<file path="config.mk">
export PLATFORM = sky130hd
export DESIGN_NAME = instr_len_decoder
export DESIGN_NICKNAME = d
export VERILOG_FILES = /design/src/rtl/instr_len_decoder.sv
export SDC_FILE = /design/constraint.sdc
export NUM_CORES = 1
export LEC_CHECK = 0
export BUFFER_PORTS_ARGS = -buffer_cell sky130_fd_sc_hd__buf_4
export CORE_MARGIN = 3
export CORE_UTILIZATION = 25
export DETAILED_ROUTE_END_ITERATION = 10
export GPL_TIMING_DRIVEN = 0
export MAX_ROUTING_LAYER = met4
export SYNTH_ARGS = -nofsm -noshare
export SYNTH_HDL_FRONTEND = slang
export SYNTH_SLANG_ARGS = --single-unit
</file>
<file path="constraint.sdc">
create_clock -name clk -period 1.9 [get_ports clk]
set_input_delay 0 -clock clk [delete_from_list [all_inputs] [get_ports clk]]
set_output_delay 0 -clock clk [all_outputs]
set_load 0.005 [all_outputs]
</file>
<file path="src/rtl/instr_len_decoder.sv">
module instr_len_decoder (
  input  logic        clk,
  input  logic        rst,
  input  logic        in_valid,
  input  logic [7:0]  in_byte,
  output logic        in_ready,
  output logic        rec_valid,
  output logic [2:0]  rec_len,
  output logic [1:0]  rec_kind,
  output logic        rec_dbit,
  output logic        rec_wide,
  output logic        rec_sext,
  output logic [1:0]  rec_mode,
  output logic [2:0]  rec_reg,
  output logic [2:0]  rec_rm,
  output logic [15:0] rec_disp,
  output logic [15:0] rec_imm,
  output logic        rec_illegal,
  output logic        rec_bad_sw
);

  localparam logic [1:0] K_ADD = 2'd0, K_IMM = 2'd1, K_INC = 2'd2, K_INCS = 2'd3;

  typedef enum logic [2:0] {ST_OP, ST_MODRM, ST_DLO, ST_DHI, ST_ILO, ST_IHI} st_t;

  typedef struct packed {
    logic [2:0]  len;
    logic [1:0]  kind;
    logic        dbit;
    logic        wide;
    logic [1:0]  mode;
    logic [2:0]  rg;
    logic [2:0]  rm;
    logic [15:0] disp;
    logic [15:0] imm;
    logic        ill;
  } rec_t;

  st_t  state, state_n;
  rec_t cur, nxt, out;
  logic done;

  wire take     = in_valid && in_ready;
  wire cur_two  = (cur.mode == 2'b10) || (cur.mode == 2'b00 && cur.rm == 3'b110);
  wire in_two   = (in_byte[7:6] == 2'b10) || (in_byte[7:6] == 2'b00 && in_byte[2:0] == 3'b110);
  wire in_one   = (in_byte[7:6] == 2'b01);
  wire has_imm  = (cur.kind == K_IMM);
  wire imm_two  = has_imm && !cur.dbit && cur.wide;

  assign in_ready = !rst;

  always_comb begin
    nxt     = cur;
    state_n = state;
    done    = 1'b0;
    if (take) begin
      nxt.len = cur.len + 3'd1;
      unique case (state)
        ST_OP: begin
          nxt      = '0;
          nxt.len  = 3'd1;
          nxt.dbit = in_byte[1];
          nxt.wide = in_byte[0];
          if (in_byte[7:2] == 6'b000000) begin
            nxt.kind = K_ADD;
            state_n  = ST_MODRM;
          end else if (in_byte[7:2] == 6'b100000) begin
            nxt.kind = K_IMM;
            state_n  = ST_MODRM;
          end else if (in_byte[7:1] == 7'b1111111) begin
            nxt.kind = K_INC;
            state_n  = ST_MODRM;
          end else if (in_byte[7:3] == 5'b01000) begin
            nxt.kind = K_INCS;
            nxt.dbit = 1'b0;
            nxt.wide = 1'b1;
            nxt.mode = 2'b11;
            nxt.rg   = in_byte[2:0];
            nxt.rm   = in_byte[2:0];
            done     = 1'b1;
          end else begin
            nxt.ill  = 1'b1;
            done     = 1'b1;
          end
        end
        ST_MODRM: begin
          nxt.mode = in_byte[7:6];
          nxt.rg   = in_byte[5:3];
          nxt.rm   = in_byte[2:0];
          if (in_one || in_two) state_n = ST_DLO;
          else if (has_imm)     state_n = ST_ILO;
          else                  done    = 1'b1;
        end
        ST_DLO: begin
          nxt.disp = {{8{in_byte[7]}}, in_byte};
          if (cur_two)      state_n = ST_DHI;
          else if (has_imm) state_n = ST_ILO;
          else              done    = 1'b1;
        end
        ST_DHI: begin
          nxt.disp[15:8] = in_byte;
          if (has_imm) state_n = ST_ILO;
          else         done    = 1'b1;
        end
        ST_ILO: begin
          nxt.imm = (cur.dbit && cur.wide) ? {{8{in_byte[7]}}, in_byte} : {8'h00, in_byte};
          if (imm_two) state_n = ST_IHI;
          else         done    = 1'b1;
        end
        ST_IHI: begin
          nxt.imm[15:8] = in_byte;
          done          = 1'b1;
        end
        default: state_n = ST_OP;
      endcase
      if (done) state_n = ST_OP;
    end
  end

  always_ff @(posedge clk) begin
    if (rst) begin
      state     <= ST_OP;
      cur       <= '0;
      out       <= '0;
      rec_valid <= 1'b0;
    end else begin
      state     <= state_n;
      cur       <= nxt;
      rec_valid <= done;
      if (done) out <= nxt;
    end
  end

  assign rec_len     = out.len;
  assign rec_kind    = out.kind;
  assign rec_dbit    = out.dbit;
  assign rec_wide    = out.wide;
  assign rec_mode    = out.mode;
  assign rec_reg     = out.rg;
  assign rec_rm      = out.rm;
  assign rec_disp    = out.disp;
  assign rec_imm     = out.imm;
  assign rec_illegal = out.ill;
  assign rec_sext    = (out.kind == K_IMM) && out.dbit && out.wide;
  assign rec_bad_sw  = (out.kind == K_IMM) && out.dbit && !out.wide;

endmodule


</file>
Word level (Yosys, flattened, before mapping)
Index checks and enable logic that the tools add are counted.
{ "word_totals": {"register_bits": 100, "in_bits": 11, "word_cells": 100} }
{ "op_classes": {"n_addsub": 1, "n_eq_ne": 18, "mux": 39, "reduce_logical": 20} }
{ "op_table": {"columns": ["cell", "count"], "rows": [
  ["$mux 48", 1],
  ["$pmux 8 s2", 3],
  ["$pmux 8 s3", 2],
  ["$mux 10", 3],
  ["$mux 3", 8],
  ["$pmux 3 s6", 1],
  ["$mux 16", 1],
  ["$mux 1", 14],
  ["$eq 3x3->1 const B", 4],
  ["$mux 12", 1],
  ["$logic_and 1x1->1", 9],
  ["$eq 7x7->1 const B", 1],
  ["$mux 7", 1],
  ["$eq 2x1->1 const B", 3],
  ["$eq 3x2->1 const B", 2],
  ["$eq 6x6->1 const B", 1],
  ["$logic_not 6->1", 1],
  ["$mux 2", 3],
  ["$pmux 1 s6", 1],
  ["$eq 5x4->1 const B", 1],
  ["$ne 5x5->1 const B", 1],
  ["$eq 2x2->1 const B", 2],
  ["$logic_not 2->1", 2],
  ["$reduce_and 4->1", 1],
  ["7 further kinds", 11]
]} }

Longest topological paths before layout
{ "depth": {"ltp_word": 9, "mapped_depth": 8} }

Least setup slack after synthesis
No wires, ideal clock.
{ "synth_timing": {"kind": "register to register", "startpoint": "register state[2]", "endpoint": "register out, in the netlist rec_illegal", "setup_time_ns": 0.121, "t_arrival_ns": 1.676, "slack_ns": 0.103, "stages_incl_launch_ff": 9, "path_buffers": 3, "cell_sequence": "dfxtp_1 > buf_2 > nor2_4 > nand3_2 > o31ai_2 > nor2_4 > buf_6 > buf_12 > mux2_4"} }
{ "synth_between": {"elab_chain_len": 4, "elab_cells_between_ends": 11, "cone_classes": "eq/ne (5); mux (5); reduce/logical (1)"} }
{ "synth_lines": {"columns": ["element", "line_no", "rtl"], "rows": [
  ["start, declared", "39", "st_t state, state_n;"],
  ["start signal, assigned", "127", "state <= state_n;"],
  ["$eq 3x3->1, or another cell as far along", "58", "unique case (state)"],
  ["$pmux 1 s6", "58", null],
  ["$mux 1 (2 in a row)", "56", "if (take) begin"],
  ["end signal, assigned", "130", "if (done) out <= nxt;"],
  ["end, declared", "40", "rec_t cur, nxt, out;"]
]} }
Several ways; a longest one is shown, not always the timed one. The select of a mux whose other input is x is not followed.
A chain may end at the register's enable or synchronous reset.

Final worst setup path
{ "layout_timing": {"startpoint": "input in_byte[1]", "endpoint": "register out, in the netlist rec_rm[2]"} }
{ "layout_between": {"elab_chain_len": 8, "elab_cells_between_ends": 17, "cone_classes": "eq/ne (2); mux (12); reduce/logical (3)"} }
{ "layout_lines": {"columns": ["element", "line_no", "rtl"], "rows": [
  ["start, declared", "5", "input logic [7:0] in_byte,"],
  ["parallel branches: the longest is 8 deep, another holds $eq 7x7->1", null, null]
]} }
Parallel ways; which one is timed is not known. The select of a mux whose other input is x is not followed.

==> flow_summary.json <==
{
  "wl_per_cell_um": 17.04,
  "cp_max_fo": 8,
  "pin_count": 63,
  "critPathBufInv": 4,
  "hold_depth": 3,
  "cts_tree": "built",
  "synth_edf_count": 0,
  "h-tree-depth": 3,
  "cts_hold_buf": 0,
  "die_x_um": 136.9,
  "antennaDiodeCount": 0,
  "cts.sinks": 100,
  "rsz0062_at_grt": "true",
  "crit_top_cell": "buf_12",
  "start_util_pct": 25.72,
  "pwr-share-clk_pct": 40.7,
  "numCtsBuffers": 9,
  "globalplace.congestion": 0.8777,
  "fin_crit_sh_pct": 104.0,
  "peakVddDrop_mv": 0.3669,
  "yosysTopAreaCellShare_pct": 46.77,
  "routed_wl_mm": 12.83,
  "clkLatencyLatePin_ns": 0.35,
  "powerDensity_nw_per_um2": 778.9,
  "ys_seq_elements": 100,
  "synth-async-reset-ratio_pct": 0,
  "top_register": "cur",
  "area_delta_synth_final_pct": 33.18,
  "maxCapViolations": 0,
  "core_area_um2": 16640,
  "critical_path_class": "input pin to register",
  "core.rowCount": 47,
  "internal-power_w": 0.003364,
  "fin_skew_ns": 0.009190,
  "grt_pass1_vias": 3576,
  "sequentialPowerShare_pct": 49.0,
  "fillers": 1655,
  "crit_chain": "buf_2, nand2_1, nor3_1, o31ai_4, nor2_4, buf_12, buf_12, clkbuf_16, mux2_4",
  "post-route-min-period_ns": 1.976,
  "pre_cts_ws_ns": -0.3068,
  "synth_top_area_cell": "dfxtp_1",
  "setup_violations": 20,
  "largest_register_ffs": 48,
  "multi_input_area_um2": 2292,
  "viasPerCell": 4.911,
  "utilization_pct": 34.25,
  "path_clk_slew_ns": 0.07,
  "r2r_slack_ns": -0.06,
  "startpoint_type": "input pin",
  "regArea_um2": 2011,
  "violations": "negative setup slack",
  "post-route-drc-count": 0,
  "p_switching_w": 0.001076,
  "cp.arrival_ns": 2.22,
  "die_h_um": 136.9,
  "cpMaxStageDelayCell": "nor3_1",
  "cts-root-buf": "clkbuf_16",
  "fmax_mhz": 506.1,
  "synth_seq_area_share_pct": 46.77,
  "worst_pin_slew_ns": 0.9596,
  "syn_nets": 460,
  "dr.pass1.iters": 5,
  "p_leak_nw": 2.196,
  "grt_pass1_wl_mm": 19.74,
  "syn_inst": 448,
  "overflow": 0,
  "cts_buffer_depth": 2,
  "drtIter0Drc": 247,
  "ys_types": 57,
  "grtUsageTotal_pct": 14.17,
  "slew-limit-headroom_pct": 35.54,
  "drv_slew": 0,
  "grt_max_degree": 17,
  "hold_viol": 0,
  "status": "finished, violations left",
  "yosys_warnings": 0,
  "power_w": 0.004440,
  "reg2reg_depth": 8,
  "antenna_found_initial": 0,
  "drive_gt1_share_pct": 37.71,
  "critical_path.top_delay_family": "simple AND/OR/NAND/NOR gates",
  "syn_area_um2": 4280,
  "comb_power_share_pct": 10.3,
  "yosysMostFrequentCell": "dfxtp_1",
  "synth_commonest_cells": "dfxtp_1, nand2_1, nor2_1",
  "vias": 3698,
  "fin_nets": 540,
  "numPortBuffers": 58,
  "hold_class": "input pin to register",
  "max_stage_delay_ns": 0.80,
  "postLayoutSetupSlackWorst_ns": -0.07585,
  "hpwl_mm": 8.952,
  "critPathRequiredTime_ns": 2.14,
  "avgSynthCellArea_um2": 9.554,
  "ant_nets": 0,
  "ys_top_cells_by_area": "dfxtp_1, a211oi_1, nor2b_1, mux2_2, a31o_2",
  "swShare_pct": 24.24,
  "synth_flop_cell": "dfxtp_1",
  "endpoint_kind": "register",
  "design.die.area_um2": 18730,
  "worstSetupPathDepth": 9
}
[cell usage in the layout, fill, tap and decap left out, drive strengths merged, types with 3 or more instances in the layout]
cell type,n
nor2b,32
nand2b,5
clkbuf,26
a22oi,17
and3,3
dfxtp,100
mux2,28
inv,8
nor2,41
a21oi,18
nor3,10
o21ai,20
nand3,10
a211oi,30
a31oi,4
buf,86
a31o,20
nand2,37
[what timing repair did]
action,4_1_cts,5_1_grt
gates resized for setup,27,42
pin swaps,5,4
gates cloned,1,1
setup buffers,6,4
setup endpoints to repair,59,48
[path summary, 6_finish.rpt]
path | from | endpoint
hold reg to reg | rec_len[0] | rec_len[0]
hold / removal | in_byte[4] | cur[13]
setup / recovery | in_byte[1] | rec_rm[2]
setup reg to reg | cur[33] | rec_rm[2]
[logic make-up after synthesis]
family / Yosys count / synth area share, %
buf+inv: 41 / 4.823
simple gates: 146 / 17.80
compound gates: 129 / 21.43
mux: 29 / 8.477
fa+ha+maj: 1 / 0.2923
xor+xnor: 2 / 0.4093
flops: 100 / 46.77
[metal layers]
| metal | vias to the layer above | track usage, % | part of all wire (%) |
|---|---|---|---|
| li1 | 1771 | - | - |
| met2 | 108 | 21.74 | 48 |
| met4 | 0 | 4.601 | 1.8 |
| met1 | 1792 | 18.26 | 44 |
| met3 | 27 | 3.713 | 6.2 |
| met5 | - | - | 0 |
[worst register-to-register path: stages, from the launching register on]
cell,delay [ns]
dfxtp_2,0.33
and3b_2,0.24
a211oi_4,0.30
o21ba_4,0.22
nor2_4,0.05
buf_12,0.14
buf_12,0.13
clkbuf_16,0.16
mux2_4,0.29
[area by class of cell]
type / count / area share (%)
tap: 220 / 4.829
inverter: 7 / 0.4609
clock inverter: 6 / 1.119
buffer: 33 / 3.841
timing repair buffer: 70 / 10.25
clock buffer: 10 / 4.017
sequential: 100 / 35.27
multi-input combinational: 307 / 40.21
[metrics by stage]
stage,hold WS [ns],setup TNS (ns),area [µm²],std cells
detailed placement,0.3798,-11.89,4991,726
global placement,0.3696,-10.27,4991,726
global route,0.02445,-2.589,5700,753
finish,0.01486,-0.6628,5700,753
CTS,0.003465,-0.3671,5498,749
floorplan,0.1511,0,4280,448
[power by group through the flow]
| stage | Clock, W | Combinational, W | Sequential, W |
|---|---|---|---|
| floorplan | 0 | 0.000237 | 0.00222 |
| global placement | 0 | 0.000379 | 0.00222 |
| detailed placement | 0 | 0.000387 | 0.00222 |
| CTS | 0.00188 | 0.000425 | 0.00218 |
| global route | 0.00194 | 0.000496 | 0.00218 |
| finish | 0.00181 | 0.000456 | 0.00218 |
(Power assumes the default switching activity.)
